$ cat src/rtl/bsl_pkg.sv
package bsl_pkg;

    localparam int SYM_W = 10;

    typedef enum logic [1:0] {
        BC_SYNC = 2'b00,
        BC_ADD  = 2'b01,
        BC_DEL  = 2'b10,
        BC_NORM = 2'b11
    } bcode_e;

    typedef enum logic [1:0] {
        PD_NONE = 2'd0,
        PD_ADD  = 2'd1,
        PD_DEL  = 2'd2
    } pend_e;

    typedef struct packed {
        logic             ctl;
        logic [SYM_W-1:0] sym;
    } ent_t;

    localparam logic [SYM_W-1:0] K_FRAME_N = 10'h0FA;
    localparam logic [SYM_W-1:0] K_FRAME_P = 10'h305;

    function automatic logic is_frame(ent_t e);
        return e.ctl && ((e.sym == K_FRAME_N) || (e.sym == K_FRAME_P));
    endfunction

    function automatic ent_t k_insert();
        ent_t e;
        e.ctl = 1'b1;
        e.sym = K_FRAME_N;
        return e;
    endfunction

    // Sync outranks slips; slips only at framing characters.
    function automatic bcode_e decide(logic sync, logic frame, logic below, logic above);
        if (sync)           return BC_SYNC;
        if (frame && below) return BC_ADD;
        if (frame && above) return BC_DEL;
        return BC_NORM;
    endfunction

endpackage

$ cat src/rtl/bsl_chan_select.sv
module bsl_chan_select #(
    parameter int NCH  = 4,
    parameter int FW   = 5,
    localparam int SELW = (NCH > 1) ? $clog2(NCH) : 1
) (
    input  logic [SELW-1:0]   sel_i,
    input  logic [NCH*FW-1:0] fill_i,
    input  logic [NCH-1:0]    frame_i,
    input  logic [NCH-1:0]    sync_i,
    output logic [FW-1:0]     fill_o,
    output logic              frame_o,
    output logic              sync_o
);
    logic [FW-1:0] fill_a [NCH];

    for (genvar k = 0; k < NCH; k++) begin : g_unpack
        assign fill_a[k] = fill_i[k*FW +: FW];
    end

    assign fill_o  = fill_a[sel_i];
    assign frame_o = frame_i[sel_i];
    assign sync_o  = sync_i[sel_i];
endmodule

$ cat src/rtl/bsl_master_enc.sv
module bsl_master_enc
    import bsl_pkg::*;
#(
    parameter int DEPTH = 16,
    localparam int FW = $clog2(DEPTH) + 1
) (
    input  logic          clk,
    input  logic          rst,
    input  logic          qual_i,
    input  logic          sync_i,
    input  logic          frame_i,
    input  logic [FW-1:0] fill_i,
    output bcode_e        code_o
);
    localparam logic [FW-1:0] LO_TH = FW'(DEPTH / 4);
    localparam logic [FW-1:0] HI_TH = FW'((3 * DEPTH) / 4);

    bcode_e code_q;

    always_ff @(posedge clk) begin
        if (rst) begin
            code_q <= BC_NORM;
        end else if (!qual_i) begin
            code_q <= BC_NORM;
        end else begin
            code_q <= decide(sync_i, frame_i, fill_i < LO_TH, fill_i > HI_TH);
        end
    end

    assign code_o = code_q;
endmodule

$ cat src/rtl/bsl_slave_ebuf.sv
module bsl_slave_ebuf
    import bsl_pkg::*;
#(
    parameter int DEPTH = 16,
    localparam int AW = $clog2(DEPTH),
    localparam int PW = AW + 1
) (
    input  logic   clk,
    input  logic   rst,
    input  bcode_e cmd_i,
    input  logic   wr_en_i,
    input  ent_t   wr_ent_i,
    input  logic   rd_en_i,
    output logic   rd_vld_o,
    output ent_t   rd_ent_o
);
    localparam logic [PW-1:0] HALF = PW'(DEPTH / 2);
    localparam logic [PW-1:0] FULL = PW'(DEPTH);

    ent_t          mem [DEPTH];
    logic [PW-1:0] wr_ptr_q, rd_ptr_q, rd_ptr_d;
    logic [PW-1:0] fill;
    pend_e         pend_q, pend_d;
    logic          ins_q, ins_d;
    logic          vld_q, vld_d;
    ent_t          out_q, out_d;
    ent_t          head;
    logic          do_wr;

    assign fill  = wr_ptr_q - rd_ptr_q;
    assign do_wr = wr_en_i && (fill != FULL);
    assign head  = mem[rd_ptr_q[AW-1:0]];

    always_comb begin
        rd_ptr_d = rd_ptr_q;
        pend_d   = pend_q;
        ins_d    = ins_q;
        vld_d    = 1'b0;
        out_d    = out_q;
        if (cmd_i == BC_SYNC) begin
            rd_ptr_d = wr_ptr_q - HALF;
            pend_d   = PD_NONE;
            ins_d    = 1'b0;
        end else begin
            if (rd_en_i) begin
                if (ins_q) begin
                    out_d = k_insert();
                    vld_d = 1'b1;
                    ins_d = 1'b0;
                end else if (fill != '0) begin
                    rd_ptr_d = rd_ptr_q + PW'(1);
                    if (is_frame(head) && pend_q == PD_DEL) begin
                        pend_d = PD_NONE;
                    end else begin
                        vld_d = 1'b1;
                        out_d = head;
                        if (is_frame(head) && pend_q == PD_ADD) begin
                            ins_d  = 1'b1;
                            pend_d = PD_NONE;
                        end
                    end
                end
            end
            if (cmd_i == BC_ADD)      pend_d = PD_ADD;
            else if (cmd_i == BC_DEL) pend_d = PD_DEL;
        end
    end

    always_ff @(posedge clk) begin
        if (rst) begin
            wr_ptr_q <= '0;
            rd_ptr_q <= '0;
            pend_q   <= PD_NONE;
            ins_q    <= 1'b0;
            vld_q    <= 1'b0;
            out_q    <= '0;
            for (int i = 0; i < DEPTH; i++) mem[i] <= '0;
        end else begin
            rd_ptr_q <= rd_ptr_d;
            pend_q   <= pend_d;
            ins_q    <= ins_d;
            vld_q    <= vld_d;
            out_q    <= out_d;
            if (do_wr) begin
                mem[wr_ptr_q[AW-1:0]] <= wr_ent_i;
                wr_ptr_q <= wr_ptr_q + PW'(1);
            end
        end
    end

    assign rd_vld_o = vld_q;
    assign rd_ent_o = out_q;
endmodule

$ cat src/rtl/bond_slip_link.sv
module bond_slip_link
    import bsl_pkg::*;
#(
    parameter int NCH   = 4,
    parameter int DEPTH = 16,
    localparam int FW   = $clog2(DEPTH) + 1,
    localparam int SELW = (NCH > 1) ? $clog2(NCH) : 1
) (
    input  logic              clk,
    input  logic              rst,
    input  logic              cfg_master_i,
    input  logic              cfg_all_bonded_i,
    input  logic              cfg_refclk_par_i,
    input  logic [SELW-1:0]   mst_sel_i,
    input  logic [NCH*FW-1:0] ch_fill_i,
    input  logic [NCH-1:0]    ch_frame_i,
    input  logic [NCH-1:0]    ch_sync_i,
    output logic [1:0]        bus_code_o,
    output logic              bus_oe_o,
    input  logic [1:0]        bus_code_i,
    input  logic              wr_en_i,
    input  logic              wr_ctl_i,
    input  logic [SYM_W-1:0]  wr_sym_i,
    input  logic              rd_en_i,
    output logic              rd_vld_o,
    output logic              rd_ctl_o,
    output logic [SYM_W-1:0]  rd_sym_o
);
    logic          qual;
    logic [FW-1:0] sel_fill;
    logic          sel_frame, sel_sync;
    bcode_e        mst_code, slv_cmd;
    ent_t          wr_ent, rd_ent;

    assign qual = cfg_master_i && cfg_all_bonded_i && cfg_refclk_par_i;

    bsl_chan_select #(.NCH(NCH), .FW(FW)) u_sel (
        .sel_i  (mst_sel_i),
        .fill_i (ch_fill_i),
        .frame_i(ch_frame_i),
        .sync_i (ch_sync_i),
        .fill_o (sel_fill),
        .frame_o(sel_frame),
        .sync_o (sel_sync)
    );

    bsl_master_enc #(.DEPTH(DEPTH)) u_enc (
        .clk    (clk),
        .rst    (rst),
        .qual_i (qual),
        .sync_i (sel_sync),
        .frame_i(sel_frame),
        .fill_i (sel_fill),
        .code_o (mst_code)
    );

    assign bus_code_o = mst_code;
    assign bus_oe_o   = qual;

    // A master never obeys the bus it drives.
    assign slv_cmd    = cfg_master_i ? BC_NORM : bcode_e'(bus_code_i);
    assign wr_ent.ctl = wr_ctl_i;
    assign wr_ent.sym = wr_sym_i;

    bsl_slave_ebuf #(.DEPTH(DEPTH)) u_ebuf (
        .clk     (clk),
        .rst     (rst),
        .cmd_i   (slv_cmd),
        .wr_en_i (wr_en_i),
        .wr_ent_i(wr_ent),
        .rd_en_i (rd_en_i),
        .rd_vld_o(rd_vld_o),
        .rd_ent_o(rd_ent)
    );

    assign rd_ctl_o = rd_ent.ctl;
    assign rd_sym_o = rd_ent.sym;
endmodule

$ cat config.mk
export PLATFORM = sky130hd
export DESIGN_NAME = bond_slip_link
export DESIGN_NICKNAME = d
export VERILOG_FILES = /design/src/rtl/bsl_pkg.sv /design/src/rtl/bsl_chan_select.sv /design/src/rtl/bsl_master_enc.sv /design/src/rtl/bsl_slave_ebuf.sv /design/src/rtl/bond_slip_link.sv
export SDC_FILE = /design/constraint.sdc
export NUM_CORES = 1
export LEC_CHECK = 0
export BUFFER_PORTS_ARGS = -buffer_cell sky130_fd_sc_hd__buf_2
export CAP_MARGIN = 40
export CORE_UTILIZATION = 50
export CTS_BUF_LIST = sky130_fd_sc_hd__clkbuf_8 sky130_fd_sc_hd__clkbuf_16
export CTS_CLUSTER_DIAMETER = 150
export DETAILED_ROUTE_END_ITERATION = 16
export HOLD_SLACK_MARGIN = 0.03
export MAX_ROUTING_LAYER = met4
export PLACE_DENSITY = 0.71
export REMOVE_ABC_BUFFERS = 1
export SYNTH_ARGS = -nofsm -noshare
export SYNTH_HDL_FRONTEND = slang
export SYNTH_SLANG_ARGS = --single-unit
$ cat constraint.sdc
create_clock -name clk -period 6.4 [get_ports clk]
set_clock_uncertainty 0.2 [all_clocks]
set_input_delay 1.28 -clock clk [delete_from_list [all_inputs] [get_ports clk]]
set_output_delay 1.28 -clock clk [all_outputs]
set_load 0.01 [all_outputs]
==> Yosys cells after proc, flatten, opt, wreduce, memory -nomap -nowiden <==
Memory sizes are Yosys's and may differ from the RTL's. A register that Yosys moved wholly into a read port is not among the register bits.
Index checks and enable logic that the tools add are counted.
{ "op_classes": {"add_sub_neg": 4, "magnitude_cmp": 4, "n_eq_ne": 11, "muxes": 57, "bitwise": 4, "reduce_logical": 29} }
{ "op_table": {"columns": ["operator", "count"], "rows": [
  ["$mux W11", 4],
  ["$mux W5", 6],
  ["$mux W1", 28],
  ["$mux W2", 13],
  ["$mux W4", 3],
  ["$reduce_and A4 Y1", 3],
  ["$reduce_or A11 Y1", 1],
  ["$add A5 B1 Y5 const B", 2],
  ["$bmux W5 S2", 1],
  ["$eq A10 B10 Y1 const B", 1],
  ["$eq A10 B8 Y1 const B", 1],
  ["$reduce_bool A2 Y1", 5],
  ["$reduce_bool A3 Y1", 3],
  ["$logic_and A1 B1 Y1", 8],
  ["$reduce_or A3 Y1", 2],
  ["$gt A5 B4 Y1 const B", 1],
  ["$lt A5 B3 Y1 const B", 1],
  ["$ne A5 B5 Y1 const B", 1],
  ["$reduce_bool A5 Y1", 1],
  ["$sub A5 B4 Y5 const B", 1],
  ["$sub A5 B5 Y5", 1],
  ["$bmux W1 S2", 2],
  ["$eq A2 B1 Y1 const B", 2],
  ["$eq A2 B2 Y1 const B", 2],
  ["other kinds (12)", 16]
]} }
{ "totals": {"register_bits": 27, "ramBits": 176, "input_bits": 50, "output_inout_bits": 15, "elab_cells": 119, "n_memories": 1} }
{ "mem_list": {"columns": ["memory", "words", "width", "rd", "rd_ports_with_merged_regs", "wr", "line_no", "text"], "rows": [
  ["u_ebuf.mem", 16, 11, 1, 1, 16, "bsl_slave_ebuf.sv:20", "ent_t mem [DEPTH];"]
]} }

==> Longest topological paths before layout <==
{ "logic_depth": {"depth_word": 17, "mapped_depth": 12, "depth_no_buf": 10} }

==> Hierarchy <==
Synthesis repeated with hierarchy kept, for this count alone.
{ "hier_totals": {"hier_cells": 733, "area_unflattened_um2": 10141.0} }
{ "modules_own_cells": {"columns": ["module", "n_inst", "cells_per_inst", "area_per_inst_um2"], "rows": [
  ["bsl_slave_ebuf", 1, 713, 9850.7],
  ["bsl_chan_select", 1, 9, 172.7],
  ["bsl_master_enc", 1, 8, 97.6],
  ["bond_slip_link", 1, 3, 20.0]
]} }

==> Least setup slack after synthesis <==
No wires, ideal clock.
{ "synth_timing": {"path_kind": "input to register", "start": "input port wr_en_i", "end": "memory u_ebuf.mem[0][0] (netlist name) (enable)", "arrival_time_ps": 2675, "path_slack_ps": 3184, "stages": 6, "path_buffers": 2, "path_cell_list": "inv_1 -> a31oi_1 -> and3b_1 -> clkbuf_1 -> clkbuf_1 -> a21o_1"} }
{ "synth_rtl": {"columns": ["item", "line_no", "text"], "rows": [
  ["start, declared", "bond_slip_link.sv:21", "input logic wr_en_i,"],
  ["end, declared", "bsl_slave_ebuf.sv:20", null]
]} }

==> reports/results.md <==
### Die
• 145 um — width of the chip
• 21000 sq um — area of the die
• 145 um — Die Height
• 19700 sq um — Core Area
• 51.8% — initial core utilization
• 51 — row count
• 65 — number of placed I/O pins

### Timing
• 0.943 ns — transition time at the pin with the least slew margin
• 218 MHz — maximum frequency from static timing analysis
• 0 — final setup violation count
• 0 — Final Max Tran Viols
• 37.1% — worst relative slew slack
• 71.6% — final period utilization
• 0 ns — setup_tns
• 4.58 ns — Min Clock Period, post-route
• false — RSZ-0062 raised after global routing
• 0 — total count of hold-check failures in the final report
• 1.82 ns — post-layout worst setup margin

### Logic synthesis
• 176 x edfxtp_1, 110 x and2_1, 72 x and3_1 — top cell types by occurrence after synthesis
• 207 — flip-flop and latch count after synthesis
• 57.9% — proportion of synthesized chip area in sequential cells
• edfxtp_1 — most numerous cell in the Yosys netlist
• 0% — share of synthesized registers carrying an async set or reset
• 10200 sq um — Mapped Area
• 0 — Yosys warning total
• edfxtp_1 52%, mux4_2 8.4%, and2_1 6.7% — top cells by area in the synthesized netlist
• 176 — number of enable-type register cells in the synthesized netlist
• edfxtp_1 — predominant post-synthesis flop cell
• 755 — cell count after synthesis
• edfxtp_1 — cell type with the highest aggregate area in the netlist
• 51.8% — fraction of post-synthesis cell area in the top cell type by area
• 13.5 sq um — average footprint of a synthesized cell
• 61 — post-synth cell types

### Worst setup path
• register — kind of end point of the critical path
• u_ebuf.wr_ptr_q[2]$_SDFFE_PP0N_ — crit path from
• 6.39 ns — required time at the worst-slack endpoint
• register — Worst setup SP type
• 26 — critical-path maximum fanout
• 4.58 ns — arrival time reported for the critical path endpoint
• u_ebuf.wr_ptr_q[2]$_SDFFE_PP0N_ — R2R Path Start
• register to register — Crit Path Category

### Final layout
• 3920 sq um — multi-input combinational cell area
• 1585 — Layout fillers
• 0 — antenna cells
• 5910 sq um — Sequential Area
• 852 — net count of the finished layout
• 11.2% — layout overhead on the synthesized area
• 21.4% — fraction of layout instances using a drive strength above 1

### Clock tree
• 3 — Max Buffers Root-to-Sink
• done — CTS tree
• 0 — total of cells resized after clock tree synthesis
• 0.06 ns — clock-pin slew on the worst setup and hold paths
• 0 — Hold Buf Count CTS
• 1 — maximum level of the CTS H-tree
• clkbuf_16 — Clock Tree Root
• 23 — number of clock buffers inserted by TritonCTS
• 207 — clk sinks
• 0 — count of buffers added by post-CTS timing repair for setup
• 0.52 ns — clock latency on the worst-skew pair

### Placed design
• 2.02 ns — minimum setup slack after placement
• 64 — buffers added on ports
• 0.880 — Final Wtd Congestion
• 15900 um — HPWL reported at the end of detailed placement

### Power and ir drop
• 200 uV — maximum ir drop on the vdd rail
• 4.55 nW — static leakage power
• 343 nW/um^2 — PwrDens

### GRT
• 0 — initial antenna violation count
• 36800 um — wire length of the first global-routing pass
• 45 — maximum number of pins on one net before global-route repair
• 6399 — vias in the first global route
• 24.8% — global-route total usage across every layer
• 0 — Congestion Overflow GR

### Routing
• 2010 um — WL met3
• 629 — Iter 0 DRT Violations
• met4 — top layer used by detailed routing
• 11600 um — met2 routed wirelength
• 10300 um — wire length the detailed router placed on met1
• 22.9 um — WL per Instance
• 5 — drt pass-1 iters
• 0 — number of nets still failing antenna checks after routing
• 24500 um — routed wire length
• 0 — final routed DRC violation total
• 6.06 — vias per inst
• 6472 — vias after detailed routing

### Min path
• u_ebuf.rd_ent_o[9]$_SDFFE_PP0P_ — Hold Crit Start
• register to register — min-delay worst type

### Run
• 0 — Max Cap Viol

### Run status
• completed — status

[path summary, 6_finish.rpt]
kind / end / slack [ns] / cells after the start
setup reg to reg: u_ebuf.mem[8][7]$_SDFFCE_PN0P_ / 1.82 / 8
setup / recovery: u_ebuf.mem[8][7]$_SDFFCE_PN0P_ / 1.82 / 8
hold reg to reg: u_ebuf.rd_ent_o[9]$_SDFFE_PP0P_ / 0.29 / 2
hold / removal: u_ebuf.rd_ent_o[9]$_SDFFE_PP0P_ / 0.29 / 2
[metrics by stage]
step / power (mW) / utilization, % / cells / instance area, sq um / hold slack [ns]
2_1_floorplan: 2.32 / - / 693 / 9900 / 0.287
3_3_place_gp: 2.60 / 53.8 / 1029 / 10600 / 0.272
6_report: 3.89 / 57.6 / 1068 / 11400 / 0.289
5_1_grt: 4.05 / 57.6 / 1068 / 11400 / 0.309
3_5_place_dp: 2.65 / 54.0 / 1030 / 10600 / 0.279
4_1_cts: 3.90 / 57.6 / 1068 / 11400 / 0.287
[cell families after synthesis]
logic type	count (synthesis)	synth area share (%)
AO/OA/AOI/OAI	74	5.95
XOR/XNOR	9	0.772
adder cells (fa/ha/maj)	12	1.47
buffers and inverters	84	3.76
flip-flops	207	57.9
multiplexers	60	12.5
AND/OR/NAND/NOR	309	17.7
[placed cells by master (no fill, tap or decap), drive strengths merged, types with 2 or more instances in the layout]
cell type | Yosys | layout
o311a | 3 | 3
clkbuf | 49 | 23
o21bai | 3 | 3
a21oi | 5 | 5
xnor2 | 4 | 4
and3b | 4 | 4
clkinv | 1 | 5
nand4 | 8 | 8
a2111oi | 7 | 7
mux2i | 6 | 6
a22oi | 5 | 5
nor4 | 2 | 2
a21o | 8 | 8
nand3 | 9 | 9
a211o | 4 | 4
ha | 12 | 12
o221a | 2 | 2
and3 | 73 | 73
nand2b | 3 | 3
o21ai | 13 | 13
nor4b | 2 | 2
inv | 21 | 30
dfxtp | 31 | 31
bufinv | 0 | 2
xor2 | 5 | 5
or2 | 11 | 11
mux2 | 4 | 4
o21a | 3 | 3
a31oi | 6 | 6
nand3b | 2 | 2
or3 | 2 | 2
nor2 | 33 | 33
buf | 13 | 72
nor3 | 10 | 10
nor2b | 10 | 10
edfxtp | 176 | 176
mux4 | 50 | 50
nand2 | 26 | 26
a211oi | 8 | 8
and2 | 111 | 111
[critical path, stage by stage, from the launching register on]
cell      delay, ns
dfxtp_1        0.65
ha_1           0.36
o21a_1         0.15
o21ai_0        0.17
nand3b_1       0.11
a31oi_1        0.75
and3b_1        0.89
nor2b_1        0.59
or2_2          0.40
[cell type report]
| cell class | instances | area share (%) |
|---|---|---|
| Clock buffer | 23 | 5.07 |
| Clock inverter | 15 | 1.18 |
| Inverter | 22 | 0.728 |
| Multi-Input combinational cell | 464 | 34.5 |
| Sequential cell | 207 | 52.0 |
| Tap cell | 265 | 2.92 |
| Timing Repair Buffer | 72 | 3.53 |
[per-layer routing]
layer | track usage, % | vias up
li1 | - | 2905
met5 | - | -
met3 | 5.03 | 40
met2 | 39.4 | 280
met4 | 7.37 | 0
met1 | 32.4 | 3247
[state kept, by name, indices dropped and copies added, names as in the netlist, named ones only]
signal           flops
u_ebuf.mem         176
u_ebuf.rd_ent_o     11
u_ebuf.rd_ptr_q      5
u_ebuf.wr_ptr_q      5
u_ebuf.pend_q        2
u_enc.code_o         2
u_ebuf.ins_q         1
u_ebuf.rd_vld_o      1
[power breakdown]
part,internal [mW],switching [mW]
clock network,0.734,0.526
registers,1.59,0.0826
logic,0.404,0.558
total,2.72,1.17
Power figures use the tool's default switching activity.
